[config.mk]
export PLATFORM = sky130hd
export DESIGN_NAME = reload_timer2
export DESIGN_NICKNAME = d
export VERILOG_FILES = /design/src/rtl/rtmr_pkg.sv /design/src/rtl/rtmr_prescaler.sv /design/src/rtl/rtmr_channel.sv /design/src/rtl/reload_timer2.sv
export SDC_FILE = /design/constraint.sdc
export NUM_CORES = 1
export LEC_CHECK = 0
export CAP_MARGIN = 30
export CORE_UTILIZATION = 60
export DETAILED_ROUTE_END_ITERATION = 12
export DONT_BUFFER_PORTS = 1
export GPL_TIMING_DRIVEN = 0
export PLACE_DENSITY_LB_ADDON = 0.1
export SLEW_MARGIN = 30
export SYNTH_ARGS = -nofsm -noshare
export SYNTH_HDL_FRONTEND = slang
export SYNTH_SLANG_ARGS = --single-unit
[constraint.sdc]
create_clock -name clk -period 6.1 [get_ports clk]
set_clock_uncertainty 0.2 [all_clocks]
set_input_delay 1.22 -clock clk [delete_from_list [all_inputs] [get_ports clk]]
set_output_delay 1.22 -clock clk [all_outputs]
set_load 0.005 [all_outputs]
[src/rtl/rtmr_pkg.sv]
package rtmr_pkg;

    localparam int NCH       = 2;
    localparam int BYTE_W    = 8;
    localparam int CH_STRIDE = 8;

    localparam logic [7:0] CTRL_OFS = 8'h10;
    localparam logic [7:0] CH0_OFS  = 8'h0C;

    // Control/status byte; field order fixes bit positions (flag1 at bit 7).
    typedef struct packed {
        logic [1:0] flag;
        logic [1:0] ie;
        logic [1:0] oc;
        logic [1:0] run;
    } ctrl_t;

    // Per-channel bus request decoded at the top.
    typedef struct packed {
        logic wr_cnt_lo;
        logic wr_cnt_hi;
        logic wr_rld_lo;
        logic wr_rld_hi;
        logic rd_cnt;
    } chan_req_t;

    function automatic logic [7:0] chan_base(input int idx);
        return 8'(int'(CH0_OFS) + idx * CH_STRIDE);
    endfunction

endpackage

[src/rtl/rtmr_prescaler.sv]
module rtmr_prescaler #(
    parameter int DIV = 20
) (
    input  logic clk,
    input  logic rst,
    output logic tick
);
    localparam int PW = (DIV > 2) ? $clog2(DIV) : 1;
    localparam logic [PW-1:0] LAST = PW'(DIV - 1);

    logic [PW-1:0] pre_q;

    always_ff @(posedge clk) begin
        if (rst)               pre_q <= '0;
        else if (pre_q == LAST) pre_q <= '0;
        else                   pre_q <= pre_q + 1'b1;
    end

    assign tick = (pre_q == LAST);

    p_tick_gap_r2: assert property (@(posedge clk) disable iff (rst)
        tick |=> !tick);
    p_pre_range_r2: assert property (@(posedge clk) disable iff (rst)
        pre_q <= LAST);

endmodule

[src/rtl/rtmr_channel.sv]
module rtmr_channel
    import rtmr_pkg::*;
#(
    parameter int BW = BYTE_W
) (
    input  logic            clk,
    input  logic            rst,
    input  logic            tick,
    input  logic            run,
    input  logic [BW-1:0]   wdata,
    input  chan_req_t       req,
    input  logic            stat_rd,
    output logic [2*BW-1:0] cnt,
    output logic [2*BW-1:0] rld,
    output logic            flag
);
    localparam int CW = 2 * BW;

    logic [CW-1:0] cnt_q, rld_q;
    logic          flag_q, pend_q;
    logic          step, term;

    assign step = tick && run;
    assign term = step && (cnt_q == CW'(1));

    always_ff @(posedge clk) begin
        if (rst) begin
            cnt_q  <= '1;
            rld_q  <= '1;
            flag_q <= 1'b0;
            pend_q <= 1'b0;
        end else begin
            if (step) begin
                cnt_q <= (cnt_q == '0) ? rld_q : cnt_q - 1'b1;
            end else if (!run) begin
                if (req.wr_cnt_lo) cnt_q[BW-1:0]  <= wdata;
                if (req.wr_cnt_hi) cnt_q[CW-1:BW] <= wdata;
            end
            if (req.wr_rld_lo) rld_q[BW-1:0]  <= wdata;
            if (req.wr_rld_hi) rld_q[CW-1:BW] <= wdata;

            if (term)                      flag_q <= 1'b1;
            else if (pend_q && req.rd_cnt) flag_q <= 1'b0;

            if (req.rd_cnt)             pend_q <= 1'b0;
            else if (stat_rd && flag_q) pend_q <= 1'b1;
        end
    end

    assign cnt  = cnt_q;
    assign rld  = rld_q;
    assign flag = flag_q;

    p_dec_r2: assert property (@(posedge clk) disable iff (rst)
        (step && cnt_q != '0) |=> cnt_q == $past(cnt_q) - 1'b1);
    p_reload_r3: assert property (@(posedge clk) disable iff (rst)
        (step && cnt_q == '0) |=> cnt_q == $past(rld_q));
    p_hold_run_r4: assert property (@(posedge clk) disable iff (rst)
        (run && !tick) |=> $stable(cnt_q));
    p_set_r5: assert property (@(posedge clk) disable iff (rst)
        term |=> flag_q);
    p_rise_r5: assert property (@(posedge clk) disable iff (rst)
        $rose(flag_q) |-> $past(term));
    p_sticky_r6: assert property (@(posedge clk) disable iff (rst)
        (flag_q && !(pend_q && req.rd_cnt)) |=> flag_q);
    p_pend_r6: assert property (@(posedge clk) disable iff (rst)
        $rose(pend_q) |-> $past(stat_rd));

endmodule

[src/rtl/reload_timer2.sv]
module reload_timer2
    import rtmr_pkg::*;
#(
    parameter int PRESCALE = 20,
    parameter int ADDR_W   = 8,
    parameter int DATA_W   = BYTE_W
) (
    input  logic              clk,
    input  logic              rst,
    input  logic [ADDR_W-1:0] addr,
    input  logic [DATA_W-1:0] wdata,
    input  logic              rd_en,
    input  logic              wr_en,
    output logic [DATA_W-1:0] rdata,
    output logic [NCH-1:0]    irq
);
    localparam int CW = 2 * DATA_W;
    localparam logic [ADDR_W-1:0] CTRL_A = ADDR_W'(CTRL_OFS);

    logic            tick;
    logic [NCH-1:0]  flag_v;
    logic [NCH-1:0]  ie_q, oc_q, run_q;
    logic [CW-1:0]   cnt_a [NCH];
    logic [CW-1:0]   rld_a [NCH];
    logic            ctrl_wr, ctrl_rd;
    ctrl_t           ctrl_view;

    assign ctrl_wr = wr_en && (addr == CTRL_A);
    assign ctrl_rd = rd_en && (addr == CTRL_A);

    rtmr_prescaler #(.DIV(PRESCALE)) u_pre (
        .clk  (clk),
        .rst  (rst),
        .tick (tick)
    );

    // Flag bits (7:6) are owned by the channels; only 5:0 are stored here.
    always_ff @(posedge clk) begin
        if (rst) begin
            ie_q  <= '0;
            oc_q  <= '0;
            run_q <= '0;
        end else if (ctrl_wr) begin
            ie_q  <= wdata[5:4];
            oc_q  <= wdata[3:2];
            run_q <= wdata[1:0];
        end
    end

    assign ctrl_view = '{flag: flag_v, ie: ie_q, oc: oc_q, run: run_q};

    for (genvar g = 0; g < NCH; g++) begin : g_ch
        localparam logic [ADDR_W-1:0] BASE = ADDR_W'(chan_base(g));
        chan_req_t req;

        assign req.wr_cnt_lo = wr_en && (addr == BASE);
        assign req.wr_cnt_hi = wr_en && (addr == BASE + ADDR_W'(1));
        assign req.wr_rld_lo = wr_en && (addr == BASE + ADDR_W'(2));
        assign req.wr_rld_hi = wr_en && (addr == BASE + ADDR_W'(3));
        assign req.rd_cnt    = rd_en && ((addr == BASE) ||
                                         (addr == BASE + ADDR_W'(1)));

        rtmr_channel #(.BW(DATA_W)) u_ch (
            .clk     (clk),
            .rst     (rst),
            .tick    (tick),
            .run     (run_q[g]),
            .wdata   (wdata),
            .req     (req),
            .stat_rd (ctrl_rd),
            .cnt     (cnt_a[g]),
            .rld     (rld_a[g]),
            .flag    (flag_v[g])
        );

        assign irq[g] = flag_v[g] & ie_q[g];
    end

    always_comb begin
        rdata = '0;
        if (addr == CTRL_A) rdata = ctrl_view;
        for (int i = 0; i < NCH; i++) begin
            if (addr == ADDR_W'(chan_base(i)))     rdata = cnt_a[i][DATA_W-1:0];
            if (addr == ADDR_W'(chan_base(i) + 1)) rdata = cnt_a[i][CW-1:DATA_W];
            if (addr == ADDR_W'(chan_base(i) + 2)) rdata = rld_a[i][DATA_W-1:0];
            if (addr == ADDR_W'(chan_base(i) + 3)) rdata = rld_a[i][CW-1:DATA_W];
        end
    end

    p_cfg_keep_r9: assert property (@(posedge clk) disable iff (rst)
        !ctrl_wr |=> ($stable(run_q) && $stable(ie_q) && $stable(oc_q)));
    p_irq_off_r8: assert property (@(posedge clk) disable iff (rst)
        (ctrl_wr && wdata[5:4] == 2'b00) |=> irq == '0);
    p_strobe_excl_r10: assert property (@(posedge clk) disable iff (rst)
        !(rd_en && wr_en));

endmodule

==> Flow_metrics.wiki, run 1 <==
{| class="wikitable"
! Metric !! Value
|-
| Run status || completed
|-
| Net count after synthesis || 621
|-
| Number of buffers added for setup after CTS || 0
|-
| Share of layout cells above drive strength 1 || 8.20%
|-
| Number of filler instances in the final layout || 708
|-
| Die width || 92.6 µm
|-
| Critical path type || in2out
|-
| Hold Crit Depth || 2
|-
| Clock tree root driver cell || sky130_fd_sc_hd__clkbuf_8
|-
| Overflow left after global routing || 0
|-
| CTS clk-pin slew, worst paths || 0.08 ns
|-
| Die footprint || 0.00858 mm²
|-
| Clock tree from TritonCTS || built
|-
| Master of the slowest instance on the critical path || sky130_fd_sc_hd__clkbuf_1
|-
| Estimated wirelength of the detail-placed design || 11,500 µm
|-
| Synthesis-to-layout area growth || 7.31%
|-
| Final Worst Setup Slack || 1.36 ns
|-
| Combined buffer and inverter count along the critical path || 3
|-
| Post-Synthesis Cell Area || 0.00493 mm²
|-
| Cell-internal power || 0.769 mW
|-
| Post-synth EDFFs || 0
|-
| CTS H-tree depth || 3
|-
| Area of the core region || 0.00785 mm²
|-
| Setup slack of the most critical reg-to-reg path || 3.32 ns
|-
| Flip-flop and latch count after synthesis || 79
|-
| Detailed-route DRC error count || 0
|-
| Maximum number of pins on one net before global-route repair || 15
|-
| Cells on worst reg2reg path || 6
|-
| Routed vias/inst || 6.88
|-
| Total of buffers placed on input and output ports || 0
|-
| Share of the yosys chip area belonging to registers || 32.1%
|-
| Reported leakage power || 1.81 nW
|-
| Average wire per cell in the routed design || 22.6 µm
|-
| Critical Path End Type || output pin
|-
| RSZ-0062 raised after global routing || no
|-
| CTS Buf Count || 9
|-
| Synth Warn # || 0
|-
| Setup Slack @ Placement || 1.51 ns
|-
| Sum Neg Setup Slack || 0 ns
|-
| PostCTS Resize Cnt || 0
|-
| Initial Util || 62.8%
|-
| Cell Chain, Critical Path || buf_1, clkbuf_1, clkbuf_1, mux4_2, nand2_1, nand2_1
|-
| Most frequently used cell type in the post-synthesis netlist || sky130_fd_sc_hd__dfxtp_1
|-
| Number of nets with antenna violations after routing || 0
|-
| Clock Path Buffers || 2
|-
| Worst stage delay on the critical path || 0.54 ns
|-
| Max-slew violation count || 0
|-
| Peak fanout along the critical path || 10
|-
| Highest achievable clock rate || 0.211 GHz
|-
| Post-synthesis async set-or-reset flop share || 0%
|-
| RD Place Congestion || 1.05
|-
| Peak supply drop || 0.142 mV
|-
| Combinational share of power || 6.2%
|-
| Iteration count of the initial detailed-routing pass || 6
|-
| Period Utilization, post-route || 77.7%
|-
| # rows || 32
|-
| Clock insertion delay at the later pin of the skew report || 0.37 ns
|-
| Clock Sinks || 79
|-
| Antenna violations before repair || 0
|-
| DIE HEIGHT || 92.6 µm
|-
| Total power after layout || 1.03 mW
|-
| Sequential Power Share || 50.2%
|-
| Worst EP required || 4.68 ns
|-
| Area leader, netlist || sky130_fd_sc_hd__dfxtp_1
|-
| Worst Min Path Start || oc_q[0]
|-
| Final standard cell area without fillers || 0.00529 mm²
|-
| Cell Area, Placed || 0.00505 mm²
|-
| Top cell types by occurrence after synthesis || sky130_fd_sc_hd__dfxtp_1 (79), sky130_fd_sc_hd__nand2_1 (76), sky130_fd_sc_hd__mux2i_1 (38), sky130_fd_sc_hd__clkbuf_1 (32), sky130_fd_sc_hd__nor2_1 (29)
|-
| Class of the most critical hold timing path || reg2reg
|-
| Remaining max-slew budget at the tightest pin || 41.5%
|-
| Final-stage net count || 632
|-
| Global routing usage summed across all routing layers || 38.6%
|-
| Number of distinct standard cells referenced by the synthesized netlist || 65
|-
| Number of top-level pins || 30
|-
| Net switching power || 0.266 mW
|-
| Post-synthesis area per instance || 8.29 µm²
|-
| Total count of hold-check failures in the final report || 0
|-
| Reg-to-Reg Start || g_ch[0].u_ch.cnt[4]
|-
| Fraction of power spent switching nets || 25.7%
|-
| Transition at the pin with the smallest max-transition slack || 0.870 ns
|-
| Drt first-iter violations || 724
|-
| Wire length of the first global-routing pass || 24,800 µm
|-
| Minimum clock period || 4.74 ns
|-
| Power per unit of standard cell area || 196 mW/mm²
|-
| Total wire length || 16,100 µm
|-
| Reg2reg end || g_ch[0].u_ch.cnt[12]
|-
| Clock Power Share || 43.6%
|-
| Area share of the largest cell type after synthesis || 32.1%
|-
| Via count of the first global-routing pass || 4,453
|-
| Crit path DAT || 3.32 ns
|-
| Via count of the routed design || 4,907
|-
| Leading post-synthesis cells by cell area || sky130_fd_sc_hd__dfxtp_1 (32%), sky130_fd_sc_hd__mux2i_1 (7.7%), sky130_fd_sc_hd__nand2_1 (5.8%)
|-
| Number of hold-repair buffers added at the cts stage || 0
|-
| Maxcap violations || 0
|-
| Type of element launching the critical path || primary input
|-
| Terminating pin of the worst hold path || oc_q[0]
|-
| Kind of cell with the highest combined delay on the critical path || buffers and inverters
|-
| Synthesized netlist cell count || 594
|-
| Main synth FF type || sky130_fd_sc_hd__dfxtp_1
|-
| Setup violators final || 0
|}
==> state kept, by name, summed over array words and instances (netlist names) <==
register,cells
g_ch.u_ch.rld,32
g_ch.u_ch.pend_q,2
oc_q,2
ie_q,2
g_ch.u_ch.flag,2
u_pre.pre_q,5
g_ch.u_ch.cnt,32
run_q,2
==> worst max-delay path by stage <==
| stage | start | endpoint | slack, ns | cells after the start |
|---|---|---|---|---|
| after global placement | addr[0] | rdata[2] | 1.49 | 7 |
| after CTS | addr[0] | rdata[2] | 1.51 | 7 |
| after detailed placement | addr[0] | rdata[2] | 1.51 | 7 |
| final | addr[1] | rdata[0] | 1.36 | 6 |
| after global routing | addr[0] | rdata[3] | 1.33 | 7 |
| after floorplan | addr[1] | rdata[5] | 2.00 | 6 |
==> power by group through the flow <==
| stage | logic [mW] | registers [mW] | clock network [mW] |
|---|---|---|---|
| 2_1_floorplan | 0.0420 | 0.531 | 0 |
| 3_3_place_gp | 0.0602 | 0.532 | 0 |
| 3_5_place_dp | 0.0607 | 0.532 | 0 |
| 4_1_cts | 0.0610 | 0.520 | 0.449 |
| 5_1_grt | 0.0671 | 0.520 | 0.472 |
| 6_report | 0.0642 | 0.520 | 0.451 |
==> worst reg2reg max path: cells and delay by family, from the launching register on <==
family	cells	cell delay, ns
compound gates	2	0.47
buf+inv	1	0.24
flops	1	0.31
simple gates	3	1.51
==> metrics by stage <==
| step | utilization [%] | hold WS (ns) | instances |
|---|---|---|---|
| floorplan | - | 0.232 | 594 |
| global placement | 64.4 | 0.243 | 696 |
| detailed placement | 64.4 | 0.250 | 696 |
| CTS | 67.2 | 0.261 | 712 |
| global route | 67.3 | 0.279 | 712 |
| finish | 67.4 | 0.263 | 713 |
==> cells by family (layout without fill, tap and decap cells) <==
kind of cell | Yosys count | count (layout) | share of synthesized area (%)
other | 0 | 1 | 0
AO/OA/AOI/OAI | 148 | 148 | 21.1
adder cells (fa/ha/maj) | 7 | 7 | 1.78
AND/OR/NAND/NOR | 228 | 228 | 24.6
XOR/XNOR | 23 | 23 | 4.09
multiplexers | 49 | 49 | 11.5
buffers and inverters | 60 | 76 | 4.98
flip-flops | 79 | 79 | 32.1
==> layout make-up <==
type,count,area [µm²],area share (%)
flip-flops and latches,79,1580,29.9
clock buffers,10,128,2.41
inverters,12,45.0,0.852
plain buffers,48,200,3.79
clock inverters,6,93.8,1.77
well taps,102,128,2.41
diodes,1,2.50,0.0473
multi-input cells,455,3110,58.8
==> layer usage <==
layer	vias up	wire length (µm)	global-route usage, %
met4	0	414	13.5
li1	2214	-	-
met5	-	0	0
met2	324	6830	56.4
met1	2323	6680	53.9
met3	46	2200	11.3
==> cells in the final DEF (no fill, tap or decap), drive strengths merged, types with 15 or more instances in the layout <==
cell type | netlist | final
o21ai | 29 | 29
a31oi | 16 | 16
a21oi | 23 | 23
clkbuf | 33 | 43
dfxtp | 79 | 79
nand3 | 25 | 25
mux2i | 38 | 38
buf | 15 | 15
nor2 | 31 | 31
nor3 | 25 | 25
xnor2 | 20 | 20
nand2 | 76 | 76
No activity file was read; power rests on OpenSTA's default activity.
==> run 2: changes to the inputs <==
ABC_AREA = 1   (was not set)
clock period = 4.7 ns   (was 6.1 ns; I/O delays follow)
==> run 2 against run 1 <==
  * Sequential power is 30% higher
  * Worst setup slack worse by 0.00068 ns
  * Sequential share of layout area is 2.9 points lower
  * Area after synthesis is 12% higher
  * Synthesized cell count is 52% higher
  * Non-clock buffer count is 23 lower
  * Utilization is 0.87 points lower
  * Design area is 11% higher
==> Flow_metrics.wiki, run 2 <==
{| class="wikitable"
! Metric !! Value
|-
| Post-synth EDFFs || 0 (unchanged)
|-
| Share of layout cells above drive strength 1 || 11.7% (was 8.20%)
|-
| Synthesized netlist cell count || 900 (was 594)
|-
| Number of filler instances in the final layout || 847 (was 708)
|-
| PostCTS Resize Cnt || 0 (unchanged)
|-
| Final standard cell area without fillers || 0.00586 mm² (was 0.00529 mm²)
|-
| Final Worst Setup Slack || 1.36 ns (about the same)
|-
| Clock tree root driver cell || sky130_fd_sc_hd__clkbuf_8 (unchanged)
|-
| Setup slack of the most critical reg-to-reg path || 2.48 ns (was 3.32 ns)
|-
| # rows || 34 (was 32)
|-
| Worst Min Path Start || u_pre.pre_q[0] (was oc_q[0])
|-
| Transition at the pin with the smallest max-transition slack || 0.635 ns (was 0.870 ns)
|-
| Global routing usage summed across all routing layers || 40.2% (was 38.6%)
|-
| Number of top-level pins || 30 (unchanged)
|-
| Setup Slack @ Placement || 1.39 ns (was 1.51 ns)
|-
| Maximum number of pins on one net before global-route repair || 16 (was 15)
|-
| Number of distinct standard cells referenced by the synthesized netlist || 36 (was 65)
|-
| Max-slew violation count || 0 (unchanged)
|-
| Critical Path End Type || output pin (unchanged)
|-
| Antenna diode count || 0 (was 1)
|-
| CTS clk-pin slew, worst paths || 0.09 ns (was 0.08 ns)
|-
| Total wire length || 18,600 µm (was 16,100 µm)
|-
| Via count of the routed design || 5,972 (was 4,907)
|-
| Reg2reg end || g_ch[1].u_ch.flag (was g_ch[0].u_ch.cnt[12])
|-
| Clock insertion delay at the later pin of the skew report || 0.38 ns (was 0.37 ns)
|-
| Clock tree from TritonCTS || built (unchanged)
|-
| Peak fanout along the critical path || 9 (was 10)
|-
| Number of nets with antenna violations after routing || 0 (unchanged)
|-
| Most common cell after layout, fill and taps aside || sky130_fd_sc_hd__nand2_1 (was sky130_fd_sc_hd__dfxtp_1)
|-
| Reported leakage power || 3.16 nW (was 1.81 nW)
|-
| Wire length of the first global-routing pass || 29,400 µm (was 24,800 µm)
|-
| Area leader, netlist || sky130_fd_sc_hd__dfxtp_1 (unchanged)
|-
| Run status || completed (unchanged)
|-
| Critical path type || in2out (unchanged)
|-
| Top cell types by occurrence after synthesis || sky130_fd_sc_hd__nand2_1 (298), sky130_fd_sc_hd__inv_1 (110), sky130_fd_sc_hd__nand3_1 (87), sky130_fd_sc_hd__nor2_1 (82), sky130_fd_sc_hd__dfxtp_1 (79) (was sky130_fd_sc_hd__dfxtp_1 (79), sky130_fd_sc_hd__nand2_1 (76), sky130_fd_sc_hd__mux2i_1 (38), sky130_fd_sc_hd__clkbuf_1 (32), sky130_fd_sc_hd__nor2_1 (29))
|-
| Net count after synthesis || 927 (was 621)
|-
| Total of buffers placed on input and output ports || 0 (unchanged)
|-
| DIE HEIGHT || 97.9 µm (was 92.6 µm)
|-
| Average wire per cell in the routed design || 18.1 µm (was 22.6 µm)
|-
| CTS Buf Count || 9 (unchanged)
|-
| Antenna violations before repair || 1 (was 0)
|-
| Post-synthesis area per instance || 6.13 µm² (was 8.29 µm²)
|-
| Area of the core region || 0.00881 mm² (was 0.00785 mm²)
|-
| Overflow left after global routing || 0 (unchanged)
|-
| Worst setup path start || addr[5] (was addr[1])
|-
| Power per unit of standard cell area || 220 mW/mm² (was 196 mW/mm²)
|-
| Commonest non-fill, non-tap cells in the layout || sky130_fd_sc_hd__nand2_1 (298), sky130_fd_sc_hd__inv_1 (110), sky130_fd_sc_hd__nand3_1 (87) (was sky130_fd_sc_hd__dfxtp_1 (79), sky130_fd_sc_hd__nand2_1 (76), sky130_fd_sc_hd__mux2i_1 (38))
|-
| Period Utilization, post-route || 71.1%
|-
| RSZ-0062 raised after global routing || no (unchanged)
|-
| Remaining max-slew budget at the tightest pin || 57.3% (was 41.5%)
|-
| Cells on worst reg2reg path || 8 (was 6)
|-
| Worst EP required || 3.56 ns (was 4.68 ns)
|-
| Hold Crit Depth || 1 (was 2)
|-
| Via count of the first global-routing pass || 5,617 (was 4,453)
|-
| Estimated wirelength of the detail-placed design || 14,600 µm (was 11,500 µm)
|-
| Peak supply drop || 0.206 mV (was 0.142 mV)
|-
| Minimum clock period || 3.34 ns
|-
| Post-synthesis async set-or-reset flop share || 0% (unchanged)
|-
| Total count of hold-check failures in the final report || 0 (unchanged)
|-
| Clock Path Buffers || 2 (unchanged)
|-
| Flip-flop and latch count after synthesis || 79 (unchanged)
|-
| Clock Sinks || 79 (unchanged)
|-
| Class of the most critical hold timing path || reg2reg (unchanged)
|-
| RD Place Congestion || 1.04 (was 1.05)
|-
| Maxcap violations || 0 (unchanged)
|-
| Cell Area, Placed || 0.00565 mm² (was 0.00505 mm²)
|-
| Area share of the largest cell type after synthesis || 28.7% (was 32.1%)
|-
| Setup violators final || 0 (unchanged)
|-
| Main synth FF type || sky130_fd_sc_hd__dfxtp_1 (unchanged)
|-
| Share of the yosys chip area belonging to registers || 28.7% (was 32.1%)
|-
| Final-stage net count || 938 (was 632)
|-
| Terminating pin of the worst hold path || u_pre.pre_q[0] (was oc_q[0])
|-
| Leading post-synthesis cells by cell area || sky130_fd_sc_hd__dfxtp_1 (29%), sky130_fd_sc_hd__nand2_1 (20%), sky130_fd_sc_hd__nand3_1 (7.9%) (was sky130_fd_sc_hd__dfxtp_1 (32%), sky130_fd_sc_hd__mux2i_1 (7.7%), sky130_fd_sc_hd__nand2_1 (5.8%))
|-
| Number of hold-repair buffers added at the cts stage || 0 (unchanged)
|-
| Number of buffers added for setup after CTS || 0 (unchanged)
|-
| CTS H-tree depth || 3 (unchanged)
|-
| Drt first-iter violations || 662 (was 724)
|-
| Routed vias/inst || 5.83 (was 6.88)
|-
| Synth Warn # || 0 (unchanged)
|-
| Die footprint || 0.00958 mm² (was 0.00858 mm²)
|-
| Type of element launching the critical path || primary input (unchanged)
|-
| Reg-to-Reg Start || u_pre.pre_q[0] (was g_ch[0].u_ch.cnt[4])
|-
| Detailed-route DRC error count || 0 (unchanged)
|-
| Die width || 97.9 µm (was 92.6 µm)
|-
| Crit path DAT || 2.20 ns (was 3.32 ns)
|-
| Highest achievable clock rate || 0.299 GHz
|-
| WHS || 0.261 ns (was 0.263 ns)
|-
| Post-Synthesis Cell Area || 0.00552 mm² (was 0.00493 mm²)
|-
| Initial Util || 62.7% (was 62.8%)
|-
| Synthesis-to-layout area growth || 6.15% (was 7.31%)
|-
| Most frequently used cell type in the post-synthesis netlist || sky130_fd_sc_hd__nand2_1 (was sky130_fd_sc_hd__dfxtp_1)
|-
| Iteration count of the initial detailed-routing pass || 5 (was 6)
|-
| Sum Neg Setup Slack || 0 ns (unchanged)
|}
run 2: changes by cell type after synthesis, sizes merged, moves of 26 or more:
cell / previous run / this run
nor2: 31 / 101
clkbuf: 33 / 7
mux2i: 38 / 0
nand3: 25 / 90
o211ai: 13 / 39
inv: 12 / 132
nand2: 76 / 314
run 2: where the power goes:
group / total (mW) / switching [mW] / internal, mW
clock network: 0.546 / 0.294 / 0.252
logic: 0.0680 / 0.0512 / 0.0167
registers: 0.675 / 0.00317 / 0.672
run 2: kinds of logic (layout without fill, tap and decap cells):
family	count (synthesis)	in the layout	synth area share, %
fa+ha+maj	7	7	1.59
xor+xnor	10	10	1.59
simple gates	542	542	44.1
buf+inv	160	176	11.9
flops	79	79	28.7
compound gates	102	102	12.2
run 2: worst max-delay path, cell delays in order:
cell and delay, ns:
sky130_fd_sc_hd__inv_2 0.04, sky130_fd_sc_hd__nand2_1 0.07, sky130_fd_sc_hd__nor2_4 0.25, sky130_fd_sc_hd__nand2_2 0.13, sky130_fd_sc_hd__nor2_1 0.30, sky130_fd_sc_hd__nand3_1 0.15
sky130_fd_sc_hd__nand3_1 0.10, sky130_fd_sc_hd__inv_1 0.05, sky130_fd_sc_hd__nand2_1 0.06, sky130_fd_sc_hd__nand3_1 0.10
run 2: how the worst max path moves through the flow:
stage	end	slack, ns	depth (start not counted)
after global placement	rdata[2]	1.39	7
final	rdata[6]	1.36	10
after CTS	rdata[2]	1.39	7
after detailed placement	rdata[2]	1.39	7
after floorplan	rdata[0]	1.70	7
after global routing	rdata[0]	1.25	7
run 2: cell type report:
cell class / instances / area, µm² / share of cell area, %
multi-input combinational: 661 / 3280 / 56.0
sequential: 79 / 1580 / 27.0
buffer: 25 / 150 / 2.56
inverter: 135 / 507 / 8.65
clock inverter: 7 / 80.1 / 1.37
tap: 108 / 135 / 2.31
clock buffer: 9 / 124 / 2.11
run 2: metrics by stage:
stage          power, mW  util, %  instances
3_5_place_dp       0.757     64.2       1008
3_3_place_gp       0.755     64.2       1008
5_1_grt             1.32     66.5       1024
4_1_cts             1.29     66.5       1024
2_1_floorplan      0.737        -        900
6_report            1.29     66.5       1024
run 2: metal layers:
layer  vias to the layer above  global-route usage, %  wire length, µm
met3                        46                   11.1             2500
li1                       2866                      -                -
met4                         0                   15.6              603
met5                         -                      0                0
met1                      2720                   53.5             7540
met2                       340                   61.8             7930
==> run 3: changes to the inputs <==
ABC_AREA = 0   (was 1)
CORE_UTILIZATION = 58   (was 60)
clock period = 3 ns   (was 4.7 ns; I/O delays follow)
==> run 3 against run 2 <==
  * Flip-flop and latch count unchanged
  * Utilization shrank 1.5 points
  * Clock-buffer cell count is 2 higher
  * Highest routed layer unchanged
  * Largest power group unchanged
  * Worst setup slack worse by 1.3 ns
  * First-iteration DRC count is 20% lower
  * Via count shrank 17%
  * Clock power is 68% higher
  * Critical path type unchanged
==> Flow_metrics.wiki, run 3 (synthesis results as in run 1) <==
{| class="wikitable"
! Metric !! Value
|-
| Drt first-iter violations || 530 (was 662)
|-
| Placed Cells || 699 (was 1,008)
|-
| Combined buffer and inverter count along the critical path || 1 (was 2)
|-
| Initial Util || 60.0% (was 62.7%)
|-
| Critical path type || in2out (unchanged)
|-
| Die width || 94.2 µm (was 97.9 µm)
|-
| Remaining max-slew budget at the tightest pin || 41.8% (was 57.3%)
|-
| Final Non-Filler Cells || 716 (was 1,024)
|-
| Die footprint || 0.00887 mm² (was 0.00958 mm²)
|-
| Maxcap violations || 0 (unchanged)
|-
| Overflow left after global routing || 0 (unchanged)
|-
| Class of the most critical hold timing path || in2reg (was reg2reg)
|-
| Detailed-route DRC error count || 0 (unchanged)
|-
| Total count of hold-check failures in the final report || 0 (unchanged)
|-
| Routed vias/inst || 6.89 (was 5.83)
|-
| Power per unit of standard cell area || 395 mW/mm² (was 220 mW/mm²)
|-
| Run status || completed (unchanged)
|-
| Synthesis-to-layout area growth || 8.33% (was 6.15%)
|-
| Crit path DAT || 2.13 ns (was 2.20 ns)
|-
| Commonest non-fill, non-tap cells in the layout || sky130_fd_sc_hd__dfxtp_1 (79), sky130_fd_sc_hd__nand2_1 (76), sky130_fd_sc_hd__mux2i_1 (37) (was sky130_fd_sc_hd__nand2_1 (298), sky130_fd_sc_hd__inv_1 (110), sky130_fd_sc_hd__nand3_1 (87))
|-
| RSZ-0062 raised after global routing || no (unchanged)
|-
| Peak supply drop || 0.291 mV (was 0.206 mV)
|-
| Wire length of the first global-routing pass || 25,400 µm (was 29,400 µm)
|-
| Antenna diode count || 0 (unchanged)
|-
| Average wire per cell in the routed design || 23.1 µm (was 18.1 µm)
|-
| Cell Chain, Critical Path || or3b_2, nor4_4, buf_6, nand2_1, a22oi_2, o21a_1 (was inv_2, nand2_1, nor2_4, nand2_2, nor2_1, nand3_1, nand3_1, inv_1, nand2_1, nand3_1)
|-
| Via count of the first global-routing pass || 4,572 (was 5,617)
|-
| Worst stage delay on the critical path || 0.56 ns (was 0.30 ns)
|-
| Reported leakage power || 1.84 nW (was 3.16 nW)
|-
| Maximum number of pins on one net before global-route repair || 14 (was 16)
|-
| Number of nets with antenna violations after routing || 0 (unchanged)
|-
| Share of layout cells above drive strength 1 || 9.98% (was 11.7%)
|-
| Most common cell after layout, fill and taps aside || sky130_fd_sc_hd__dfxtp_1 (was sky130_fd_sc_hd__nand2_1)
|-
| CTS H-tree depth || 3 (unchanged)
|-
| Kind of cell with the highest combined delay on the critical path || simple AND/OR/NAND/NOR gates (unchanged)
|-
| Period Utilization, post-route || 97.8%
|-
| Number of filler instances in the final layout || 741 (was 847)
|-
| Total of buffers placed on input and output ports || 0 (unchanged)
|-
| Peak fanout along the critical path || 8 (was 9)
|-
| Worst EP required || 2.20 ns (was 3.56 ns)
|-
| Clock insertion delay at the later pin of the skew report || 0.37 ns (was 0.38 ns)
|-
| # rows || 33 (was 34)
|-
| CTS clk-pin slew, worst paths || 0.09 ns (about the same)
|-
| Antenna violations before repair || 0 (was 1)
|-
| Iteration count of the initial detailed-routing pass || 6 (was 5)
|-
| Clock Sinks || 79 (unchanged)
|-
| Number of hold-repair buffers added at the cts stage || 0 (unchanged)
|-
| Clock tree root driver cell || sky130_fd_sc_hd__clkbuf_8 (unchanged)
|-
| Number of top-level pins || 30 (unchanged)
|-
| Estimated wirelength of the detail-placed design || 11,900 µm (was 14,600 µm)
|-
| Minimum clock period || 2.93 ns
|-
| Master of the slowest instance on the critical path || sky130_fd_sc_hd__or3b_2 (was sky130_fd_sc_hd__nor2_1)
|-
| Max-slew violation count || 0 (unchanged)
|-
| RD Place Congestion || 1.01 (was 1.04)
|-
| DIE HEIGHT || 94.2 µm (was 97.9 µm)
|-
| CTS Buf Count || 9 (unchanged)
|-
| Critical Path End Type || output pin (unchanged)
|-
| Type of element launching the critical path || primary input (unchanged)
|-
| Total power after layout || 2.11 mW (was 1.29 mW)
|-
| Clock Path Buffers || 2 (unchanged)
|-
| Final-stage net count || 633 (was 938)
|-
| Transition at the pin with the smallest max-transition slack || 0.866 ns (was 0.635 ns)
|-
| Area of the core region || 0.00822 mm² (was 0.00881 mm²)
|-
| Total wire length || 16,500 µm (was 18,600 µm)
|-
| Via count of the routed design || 4,936 (was 5,972)
|-
| Highest achievable clock rate || 0.341 GHz
|-
| Global routing usage summed across all routing layers || 39.1% (was 40.2%)
|-
| Setup violators final || 0 (unchanged)
|-
| Clock tree from TritonCTS || built (unchanged)
|}
-- run 3: cell types whose count changed in the layout (fill, tap and decap cells not counted), sizes merged, moves of 13 or more --
cell / delta
o211ai: -26
nand3: -65
xnor2: +18
clkbuf: +28
a31oi: +16
o21ai: -19
nor3: +22
mux2i: +38
inv: -122
a22oi: +13
nor2: -70
nand2: -238
-- run 3: worst reg2reg max path, delay by kind of cell (launching register included) --
| family | cells | cell delay, ns |
|---|---|---|
| flip-flops | 1 | 0.31 |
| buffers and inverters | 1 | 0.21 |
| AND/OR/NAND/NOR | 3 | 1.50 |
| AO/OA/AOI/OAI | 2 | 0.42 |
-- run 3: report_power, final --
group	internal [mW]	total, mW	switching [mW]	leakage (nW)
clock	0.492	0.919	0.427	0.110
sequential	1.05	1.06	0.00443	0.640
combinational	0.0382	0.134	0.0960	1.10
-- run 3: per-stage QoR --
step           setup slack (ns)  hold WS [ns]  utilization [%]  area, µm²  setup TNS [ns]
6_report                 0.0666         0.117             65.0       5340               0
4_1_cts                 0.00331         0.114             64.5       5300               0
3_5_place_dp             -0.390         0.254             61.6       5060           -2.65
3_3_place_gp             -0.431         0.243             61.6       5060           -2.80
2_1_floorplan             0.136         0.232                -       4930               0
5_1_grt                  0.0234         0.115             65.0       5340               0
-- run 3: area by class of cell --
| class | count | area (µm²) | share of cell area, % |
|---|---|---|---|
| buffer | 47 | 206 | 3.87 |
| clock buffer | 11 | 141 | 2.65 |
| tap | 105 | 131 | 2.46 |
| sequential | 79 | 1580 | 29.6 |
| clock inverter | 5 | 81.3 | 1.52 |
| inverter | 12 | 45.0 | 0.844 |
| multi-input combinational | 455 | 3130 | 58.7 |
| timing repair buffer | 2 | 18.8 | 0.352 |
-- run 3: final timing paths --
check | startpoint | cells after the start | slack (ns) | endpoint
worst max register to register | g_ch[0].u_ch.cnt[4] | 6 | 0.29 | g_ch[0].u_ch.cnt[11]
worst max-delay path | addr[1] | 6 | 0.07 | rdata[2]
worst min-delay path | rd_en | 1 | 0.12 | g_ch[0].u_ch.pend_q
worst min register to register | oc_q[0] | 2 | 0.27 | oc_q[0]
-- run 3: per-layer routing --
metal | up-vias | global-route usage (%) | share of wire [%]
met4 | 0 | 13.8 | 3.0
met5 | - | 0 | 0
met2 | 319 | 55.9 | 41
met1 | 2354 | 54.9 | 43
li1 | 2226 | - | -
met3 | 37 | 11.8 | 13
-- run 3: timing repair --
item                       CTS  global route
gates resized for setup      9             4
pin swaps                    0             4
cloned                       0             0
setup endpoints to repair    8             6
setup buffers                0             2
